[config.mk]
export PLATFORM = sky130hd
export DESIGN_NAME = tlp_lane_framer
export DESIGN_NICKNAME = d
export VERILOG_FILES = /design/src/rtl/tlp_lane_framer.sv
export SDC_FILE = /design/constraint.sdc
export NUM_CORES = 1
export LEC_CHECK = 0
export BUFFER_PORTS_ARGS = -buffer_cell sky130_fd_sc_hd__buf_4
export CORE_UTILIZATION = 60
export CTS_CLUSTER_SIZE = 14
export DETAILED_ROUTE_END_ITERATION = 10
export PLACE_DENSITY = 0.8
export SLEW_MARGIN = 40
export SYNTH_ARGS = -nofsm -noshare
export SYNTH_HDL_FRONTEND = slang
export SYNTH_SLANG_ARGS = --single-unit
[constraint.sdc]
create_clock -name clk -period 7.1 [get_ports clk]
set_input_delay 0 -clock clk [delete_from_list [all_inputs] [get_ports clk]]
set_output_delay 0 -clock clk [all_outputs]
set_load 0.1 [all_outputs]
[src/rtl/tlp_lane_framer.sv]
module tlp_lane_framer #(
  parameter int LANES = 4,
  parameter int SEQ_W = 12,
  parameter logic [31:0] LCRC_POLY = 32'h04C11DB7,
  parameter logic [15:0] DCRC_POLY = 16'h100B
) (
  input  logic                 clk,
  input  logic                 rst_n,
  input  logic                 in_valid,
  output logic                 in_ready,
  input  logic [7:0]           in_data,
  input  logic                 in_sop,
  input  logic                 in_eop,
  input  logic                 in_is_dllp,
  output logic                 out_valid,
  output logic [8*LANES-1:0]   out_data,
  output logic [LANES-1:0]     out_ctrl
);
  localparam int LW = $clog2(LANES);
  localparam logic [LW-1:0] LAST = LW'(LANES - 1);
  localparam logic [7:0] K_STP = 8'hFB;
  localparam logic [7:0] K_SDP = 8'h5C;
  localparam logic [7:0] K_END = 8'hFD;
  localparam logic [7:0] K_PAD = 8'h00;

  typedef enum logic [2:0] {S_IDLE, S_SEQH, S_SEQL, S_PAY, S_CRC, S_END, S_PAD} st_t;

  st_t st, st_nx;
  logic                   dllp_q;
  logic [SEQ_W-1:0]       seq_q;
  logic [31:0]            lcrc_q;
  logic [15:0]            dcrc_q;
  logic [1:0]             cnt_q;
  logic [LW-1:0]          lane_q;
  logic [8*(LANES-1)-1:0] acc_b;
  logic [LANES-2:0]       acc_c;

  logic       fb_vld, fb_ctl, fb_crc;
  logic [7:0] fb_byte;

  function automatic logic [31:0] crc32_step(input logic [31:0] c, input logic [7:0] d);
    logic [31:0] r;
    logic        fbk;
    r = c;
    for (int b = 7; b >= 0; b--) begin
      fbk = r[31] ^ d[b];
      r = {r[30:0], 1'b0} ^ (fbk ? LCRC_POLY : 32'h0);
    end
    return r;
  endfunction

  function automatic logic [15:0] crc16_step(input logic [15:0] c, input logic [7:0] d);
    logic [15:0] r;
    logic        fbk;
    r = c;
    for (int b = 7; b >= 0; b--) begin
      fbk = r[15] ^ d[b];
      r = {r[14:0], 1'b0} ^ (fbk ? DCRC_POLY : 16'h0);
    end
    return r;
  endfunction

  wire [15:0] seq16    = 16'(seq_q);
  wire [31:0] lsh      = (~lcrc_q) << {cnt_q, 3'b000};
  wire [15:0] dsh      = (~dcrc_q) << {cnt_q, 3'b000};
  wire        crc_last = dllp_q ? (cnt_q == 2'd1) : (cnt_q == 2'd3);
  wire        beat_end = (lane_q == LAST);

  always_comb begin
    st_nx    = st;
    fb_vld   = 1'b0;
    fb_ctl   = 1'b0;
    fb_crc   = 1'b0;
    fb_byte  = K_PAD;
    in_ready = 1'b0;
    case (st)
      S_IDLE: begin
        in_ready = in_valid & ~in_sop;
        if (in_valid && in_sop) begin
          fb_vld  = 1'b1;
          fb_ctl  = 1'b1;
          fb_byte = in_is_dllp ? K_SDP : K_STP;
          st_nx   = in_is_dllp ? S_PAY : S_SEQH;
        end
      end
      S_SEQH: begin
        fb_vld  = 1'b1;
        fb_crc  = 1'b1;
        fb_byte = seq16[15:8];
        st_nx   = S_SEQL;
      end
      S_SEQL: begin
        fb_vld  = 1'b1;
        fb_crc  = 1'b1;
        fb_byte = seq16[7:0];
        st_nx   = S_PAY;
      end
      S_PAY: begin
        in_ready = 1'b1;
        fb_vld   = in_valid;
        fb_crc   = in_valid;
        fb_byte  = in_data;
        if (in_valid && in_eop) st_nx = S_CRC;
      end
      S_CRC: begin
        fb_vld  = 1'b1;
        fb_byte = dllp_q ? dsh[15:8] : lsh[31:24];
        if (crc_last) st_nx = S_END;
      end
      S_END: begin
        fb_vld  = 1'b1;
        fb_ctl  = 1'b1;
        fb_byte = K_END;
        st_nx   = beat_end ? S_IDLE : S_PAD;
      end
      S_PAD: begin
        fb_vld  = 1'b1;
        fb_ctl  = 1'b1;
        fb_byte = K_PAD;
        if (beat_end) st_nx = S_IDLE;
      end
      default: st_nx = S_IDLE;
    endcase
  end

  always_ff @(posedge clk or negedge rst_n) begin
    if (!rst_n) begin
      st     <= S_IDLE;
      dllp_q <= 1'b0;
      seq_q  <= '0;
      lcrc_q <= '1;
      dcrc_q <= '1;
      cnt_q  <= '0;
    end else begin
      st    <= st_nx;
      cnt_q <= (st == S_CRC) ? cnt_q + 2'd1 : 2'd0;
      if (st == S_IDLE && in_valid && in_sop) begin
        dllp_q <= in_is_dllp;
        lcrc_q <= '1;
        dcrc_q <= '1;
      end else if (fb_crc) begin
        if (dllp_q) dcrc_q <= crc16_step(dcrc_q, fb_byte);
        else        lcrc_q <= crc32_step(lcrc_q, fb_byte);
      end
      if (st == S_END && !dllp_q) seq_q <= seq_q + 1'b1;
    end
  end

  always_ff @(posedge clk or negedge rst_n) begin
    if (!rst_n) begin
      lane_q    <= '0;
      acc_b     <= '0;
      acc_c     <= '0;
      out_valid <= 1'b0;
      out_data  <= '0;
      out_ctrl  <= '0;
    end else begin
      out_valid <= fb_vld && beat_end;
      if (fb_vld) begin
        lane_q <= beat_end ? '0 : lane_q + 1'b1;
        if (beat_end) begin
          out_data <= {fb_byte, acc_b};
          out_ctrl <= {fb_ctl, acc_c};
        end
        if (LANES > 2) begin
          acc_b <= {fb_byte, acc_b[8*(LANES-1)-1:8]};
          acc_c <= {fb_ctl, acc_c[LANES-2:1]};
        end else begin
          acc_b <= fb_byte;
          acc_c <= fb_ctl;
        end
      end
    end
  end
endmodule


# Word-level counts from Yosys, hierarchy flattened
# Cells that the tools add are included.
dict set report classes {
  bitwise 36
  mux 41
  n_addsub 3
  reduce_logical 17
  n_shift 2
  eq_ne 14
}
# op n
set ops {}
lappend ops {{bitwise XOR 32 x 27 -> 32 bit} 8}
lappend ops {{2-to-1 mux 27 bit} 8}
lappend ops {{bitwise XOR 16 x 13 -> 16 bit} 8}
lappend ops {{2-to-1 mux 13 bit} 8}
lappend ops {{2-to-1 mux 32 bit} 3}
lappend ops {{2-to-1 mux 16 bit} 3}
lappend ops {{one-hot mux 8 bit (6 select lines)} 1}
lappend ops {{NOT 32 bit} 1}
lappend ops {{<< shifter 32 x 5 -> 32 bit} 1}
lappend ops {{2-to-1 mux 8 bit} 3}
lappend ops {{one-hot mux 3 bit (7 select lines)} 1}
lappend ops {{NOT 16 bit} 1}
lappend ops {{<< shifter 16 x 5 -> 16 bit} 1}
lappend ops {{bitwise XOR 1 bit} 16}
lappend ops {{2-to-1 mux 3 bit} 5}
lappend ops {{adder 12 x 1 -> 12 bit, second input constant} 1}
lappend ops {{== test 3 bit, second input constant} 3}
lappend ops {{!= test 2 bit, second input constant} 4}
lappend ops {{== test 3 x 2 -> 1 bit, second input constant} 2}
lappend ops {{logical AND 1 bit} 6}
lappend ops {{2-to-1 mux 2 bit} 3}
lappend ops {{one-hot mux 1 bit (2 select lines)} 3}
lappend ops {{AND reduction 2 bit} 3}
lappend ops {{OR reduction 5 bit} 1}
lappend ops {{14 further kinds} 19}
dict set report word_totals {
  input_bits 14
  word_cells 125
  output_inout_bits 38
  regBits 132
}

# Longest topological paths before layout
# Gate-level depths: netlist of run 1.
dict set report depth {
  depth_word 31
  ltp_mapped 10
  mapped_depth_nobuf 8
}

# Least setup slack after synthesis of run 1
# Ideal clock, no wire load.
dict set report synth_path {
  kind {reg2reg}
  from {register st[2]}
  to {register lcrc_q[11]}
  path_buffers 1
  stages_incl_launch_ff 10
  required_time_ns 7.020
  t_arrival_ns 2.765
  path_slack_ns 4.256
  path_cell_list {dfrtp_1 > buf_4 > or3b_4 > a21o_4 > o32ai_2 > nor2_4 > xnor3_2 > xnor2_4 > xnor3_1 > o22a_1}
}
dict set report synth_between {
  elab_chain_len 17
  elab_cells_between_ends 37
  cone_classes {eq/ne (6); mux (11); bitwise (14); reduce/logical (6)}
}
# item line_no
set synth_lines {}
lappend synth_lines {{start: declaration} 28} ;# st_t st, st_nx;
lappend synth_lines {{start signal: assignment} 135} ;# st <= st_nx;
lappend synth_lines {{== test 3 bit, or another cell as far along} 76} ;# case (st)
lappend synth_lines {{one-hot mux 8 bit (6 select lines)} 76}
lappend synth_lines {{bitwise XOR 1 bit} 46} ;# fbk = r[31] ^ d[b];
lappend synth_lines {{2-to-1 mux 27 bit} 47} ;# r = {r[30:0], 1'b0} ^ (fbk ? LCRC_POLY : 32'h0);
lappend synth_lines {{bitwise XOR 32 x 27 -> 32 bit (6 in a row)} 47}
lappend synth_lines {{bitwise XOR 1 bit} 46}
lappend synth_lines {{2-to-1 mux 27 bit} 47}
lappend synth_lines {{bitwise XOR 32 x 27 -> 32 bit (2 in a row)} 47}
lappend synth_lines {{2-to-1 mux 32 bit} 142} ;# if (dllp_q) dcrc_q <= crc16_step(dcrc_q, fb_byte);
lappend synth_lines {{2-to-1 mux 32 bit} 141} ;# end else if (fb_crc) begin
lappend synth_lines {{2-to-1 mux 32 bit} 137} ;# if (st == S_IDLE && in_valid && in_sop) begin
lappend synth_lines {{end signal: assignment} 143} ;# else lcrc_q <= crc32_step(lcrc_q, fb_byte);
lappend synth_lines {{end: declaration} 31} ;# logic [31:0] lcrc_q;
# Several ways; a longest one is shown, not always the timed one. The select of a mux whose other input is x is not followed.
# A chain may end at the register's enable or synchronous reset.

# Worst setup path in the final report of run 1
dict set report layout_path {
  from {register st[1]}
  to {register lcrc_q[13]}
}
# Same word-level chain as after synthesis.

==> results of run 1 <==
-- repair_timing --
action	CTS	global route
setup buffers	0	0
endpoints found under the hold margin	25	0
hold buffers	4	0
-- per-layer routing --
layer | vias up | global-route usage
li1 | 2174 | -
met1 | 2388 | 0.354
met2 | 160 | 0.440
met3 | 33 | 0.0503
met4 | 0 | 0.115
met5 | - | 0
-- stage by stage --
step	utilization	setup slack [ns]	instances	instance area (um2)	hold slack, ns
4_1_cts	0.722	3.61	786	8320	0.0728
5_1_grt	0.723	3.40	786	8320	0.134
3_5_place_dp	0.664	3.63	750	7650	0.103
3_3_place_gp	0.663	3.65	750	7630	0.0952
6_report	0.723	3.58	786	8320	0.0847
2_1_floorplan	-	4.26	580	7170	-0.296
-- flip-flops by register name, indices dropped and copies added, names as in the netlist, 2 cells and up --
register and count:
out_ctrl 4, cnt_q 2, lcrc_q 32, st 3, dcrc_q 16, seq_q 12
acc_b 24, acc_c 3, out_data 32, lane_q 2
-- layout by cell type, fill, tap and decap left out, types with 17 or more instances in the layout --
cell type | synthesis | layout
buf_4 | 4 | 55
dfstp_2 | 48 | 48
clkbuf_16 | 0 | 17
mux2_2 | 55 | 55
mux2i_1 | 18 | 18
nor2_1 | 50 | 47
nand2_1 | 25 | 25
xnor2_1 | 53 | 53
o22a_1 | 28 | 28
dfrtp_1 | 84 | 81
a21oi_1 | 39 | 39
xor2_1 | 26 | 26
-- cells by family after synthesis --
logic type / share of synthesized area
compound gates: 0.115
xor+xnor: 0.185
fa+ha+maj: 0.00349
buf+inv: 0.0237
flops: 0.469
mux: 0.125
simple gates: 0.0779
-- layout make-up --
cell class / count / area [um2]
Multi-Input combinational cell: 412 / 3650
Clock buffer: 21 / 460
Inverter: 7 / 26.3
Clock inverter: 11 / 171
Sequential cell: 132 / 3370
Timing Repair Buffer: 60 / 464
Tap cell: 143 / 179
Fill cell: 796 / 3200
-- worst min-delay path by stage --
stage | startpoint | to | slack, ns | cells past startpoint
6_report | in_valid | st[1] | 0.08 | 4
5_1_grt | in_sop | st[0] | 0.13 | 4
4_1_cts | in_valid | st[1] | 0.07 | 4
3_5_place_dp | rst_n | out_data[5] | 0.10 | 1
3_3_place_gp | rst_n | out_data[5] | 0.1 | 1
2_1_floorplan | rst_n | acc_b[0] | -0.30 | 0
-- worst reg2reg max path, delay by kind of cell, from the launching register on --
| kind | cells | cell delay (ns) |
|---|---|---|
| xor+xnor | 3 | 0.93 |
| flops | 1 | 0.88 |
| compound gates | 2 | 0.69 |
| simple gates | 3 | 0.96 |
==> flow_summary.json, run 1 <==
{
  "cts_tree": "yes",
  "io_buffers": 51,
  "wl_met1_mm": 6.52,
  "cp_slowest_cell": "dfrtp_1",
  "syn-cell-area_um2": 7170,
  "critPathArrivalTime_ns": 3.87,
  "drv_slew": 0,
  "critPathBufInv": 0,
  "reg2reg_to": "lcrc_q[13]",
  "skew_ns": 0.00638,
  "critPathKind": "reg -> reg",
  "finalSetupTns_ns": 0,
  "drc": 20,
  "cts_sinks": 132,
  "cts_resized": 0,
  "yosysMostFrequentCell": "dfrtp_1",
  "ys_seq_elements": 132,
  "end_kind": "register",
  "vias": 4755,
  "synthTopCellsByArea": "dfrtp_1, dfstp_2, mux2_2, xnor2_1, xnor3_1",
  "wl_met2_mm": 7.47,
  "cp_top_family": "simple AND/OR/NAND/NOR gates",
  "synthCells": 580,
  "ys_warn_count": 0,
  "top_layer": "met4",
  "cp_num_cells": 8,
  "gp_congestion": 0.879,
  "core_area_um2": 11500,
  "cts_max_level": 4,
  "status": "finished, violations left",
  "die-area_um2": 12400,
  "clockRootBuffer": "clkbuf_16",
  "synth-edff-count": 0,
  "synth_area_leader_cell": "dfrtp_1",
  "synth_nets": 596,
  "wl_met3_um": 776,
  "synthArstFlopShare": 1.00,
  "synthToLayoutAreaGrowth_pct": 16.1,
  "first_pass_iters": 8,
  "synth.avg_cell_area_um2": 12.4,
  "synth_top_cell_area_share": 0.293,
  "crit_top_cell": "xnor3_1",
  "post-route-min-period_ns": 3.52,
  "r2r_start": "st[1]",
  "grt_pass1_vias": 4927,
  "rsz0062_at_grt": "false",
  "crit_chain": "nand2b_1 > nor3b_1 > nor4_1 > a211oi_4 > xnor3_1 > xnor2_2 > xnor3_1 > o22a_1",
  "synth_top_flop_cell": "dfrtp_1",
  "final.period_utilization": 0.495,
  "cts_buffer_depth": 2,
  "cp-startpoint": "st[1]",
  "worstMarginPinSlew_ns": 0.835,
  "nets": 646,
  "die_w_um": 111,
  "grt_use_total": 0.269,
  "clk_latency_ns": 0.42,
  "drt_iter0_drc": 426,
  "rr_worst_depth": 8,
  "crit_end": "lcrc_q[13]",
  "pin_count": 52,
  "drt-vias-per-instance": 6.05,
  "diodes": 0,
  "cp_slowest_stage_delay_ns": 0.88,
  "finalHoldViolations": 0,
  "grt_overflow": 0,
  "max-cap-violations": 0,
  "grt_first_pass_wirelength_mm": 25.7,
  "antenna_found_initial": 0,
  "detail-route-antenna-nets": 0,
  "r2r_setup_slack_ns": 3.58,
  "hold_class": "in -> reg",
  "dp_hpwl_mm": 10.2,
  "clkSlewWorstSetupHoldPaths_ns": 0.06,
  "ys_seq_area_frac": 0.469,
  "yosysUniqueCellTypes": 63,
  "slew_headroom": 0.443,
  "clock.fmax_ghz": 0.284,
  "setup_violations": 0,
  "cts_buffers": 17,
  "wl_mm": 15.2,
  "cp.required_ns": 7.45,
  "ys_top_cells_by_count": "dfrtp_1, mux2_2, xnor2_1, nor2_1, dfstp_2",
  "wl_per_cell_um": 19.4,
  "grt_max_degree": 75,
  "num_rows": 39,
  "initial_utilization": 0.622,
  "startpoint_type": "register",
  "drive_gt1_frac": 0.356,
  "die_h_um": 111,
  "cp_max_fo": 24,
  "violations": "design-rule violations"
}
Power of run 1 is left out: the tool's default activity adds up to more than one toggle a clock period on the data nets, which glitch-free logic cannot reach.
==> inputs of run 2 (changes only) <==
==> constraint.sdc (replaced) <==
create_clock -name clk -period 3.6 [get_ports clk]
set_input_delay 0 -clock clk [delete_from_list [all_inputs] [get_ports clk]]
set_output_delay 0 -clock clk [all_outputs]
set_load 0.1 [all_outputs]
==> flow_summary.json, run 2 (synthesis results as in run 1) <==
{
  "initial_utilization": 0.622,
  "detail-route-antenna-nets": 0,
  "critPathKind": "reg -> reg",
  "core_area_um2": 11500,
  "slew_headroom": 0.504,
  "clock.fmax_ghz": 0.300,
  "finalSetupTns_ns": 0,
  "final_common_cell": "dfrtp_1",
  "status": "finished, violations left",
  "r2r_setup_slack_ns": 0.27,
  "postCtsSetupBuffers": 0,
  "diodes": 0,
  "drv_slew": 0,
  "final.period_utilization": 0.925,
  "violations": "design-rule violations",
  "worstMarginPinSlew_ns": 0.744,
  "gp_congestion": 0.865,
  "rsz0062_at_grt": "false",
  "die-area_um2": 12400,
  "grt_max_degree": 83,
  "drt-vias-per-instance": 5.95,
  "r2r_start": "cnt_q[0]",
  "pin_count": 52,
  "max-cap-violations": 0,
  "cts_buffer_depth": 2,
  "nets": 657,
  "wl_mm": 14.9,
  "holdPathEnd": "acc_c[2]",
  "rr_worst_depth": 9,
  "hold_class": "in -> reg",
  "holdBufCountCts": 4,
  "cp_max_fo": 17,
  "synthToLayoutAreaGrowth_pct": 16.8,
  "clkSlewWorstSetupHoldPaths_ns": 0.06,
  "cp.required_ns": 3.95,
  "clk_latency_ns": 0.42,
  "cts_buffers": 17,
  "fin_hold_ws_ns": 0.0931,
  "vias": 4741,
  "drc": 20,
  "clockRootBuffer": "clkbuf_16",
  "reg2reg_to": "lcrc_q[11]",
  "final_cell_mix": "dfrtp_1, buf_4, mux2_2, xnor2_1, dfstp_2",
  "num_rows": 39,
  "cts_sinks": 132,
  "die_w_um": 111,
  "hp-start": "in_sop",
  "wl_per_cell_um": 18.7,
  "skew_ns": 0.0117,
  "worstHoldPathCells": 5,
  "reg.largest.list": "lcrc_q x32, out_data x32, acc_b x24",
  "setup_violations": 0,
  "end_kind": "register",
  "grt_pass1_vias": 4764,
  "io_buffers": 51,
  "cts_tree": "yes",
  "dp_hpwl_mm": 10.2,
  "critPathArrivalTime_ns": 3.68,
  "post-route-min-period_ns": 3.33,
  "cts_max_level": 4,
  "finalHoldViolations": 0,
  "first_pass_iters": 8,
  "grt_overflow": 0,
  "drive_gt1_frac": 0.361,
  "antenna_found_initial": 0,
  "grt_first_pass_wirelength_mm": 25.1,
  "startpoint_type": "register",
  "die_h_um": 111,
  "grt_use_total": 0.266,
  "cts_resized": 0,
  "drt_iter0_drc": 321
}
## run 2: worst max-delay path, cell delays in order (launching register included)
cell	delay, ns
dfrtp_1	0.48
buf_4	0.33
mux2_2	0.38
a22o_1	0.19
o32ai_2	0.28
nor2_4	0.12
xnor3_2	0.56
xnor2_4	0.35
xnor3_1	0.39
o22a_1	0.17
## run 2: cell type report
| class | count | area (um2) |
|---|---|---|
| fill | 755 | 3150 |
| timing repair buffer | 71 | 559 |
| tap | 143 | 179 |
| inverter | 7 | 26.3 |
| clock inverter | 11 | 124 |
| sequential | 132 | 3360 |
| multi-input combinational | 412 | 3650 |
| clock buffer | 21 | 470 |
## run 2: how the worst max path moves through the flow
stage	cells after the start	end	from	slack (ns)
floorplan	9	lcrc_q[8]	st[2]	0.76
global placement	9	lcrc_q[8]	cnt_q[0]	0.37
detailed placement	9	lcrc_q[11]	cnt_q[0]	0.31
CTS	9	lcrc_q[11]	cnt_q[0]	0.27
global route	8	lcrc_q[13]	st[1]	0.13
finish	9	lcrc_q[11]	cnt_q[0]	0.27
## run 2: routing by layer
metal | share of wire | up-vias | global-route usage | routed length (um)
met3 | 0.057 | 33 | 0.0733 | 855
met1 | 0.44 | 2348 | 0.358 | 6590
met4 | 0.024 | 0 | 0.109 | 360
met5 | 0 | - | 0 | 0
met2 | 0.48 | 163 | 0.409 | 7100
li1 | - | 2197 | - | -
## run 2: per-stage QoR
stage               worst slack, ns   util  cells  area (um2)
floorplan                     0.756      -    580        7170
global placement              0.367  0.671    761        7730
detailed placement            0.312  0.672    761        7730
CTS                           0.272  0.727    797        8370
global route                  0.125  0.727    797        8370
finish                        0.269  0.727    797        8370
Power of run 2 is left out for the same reason.
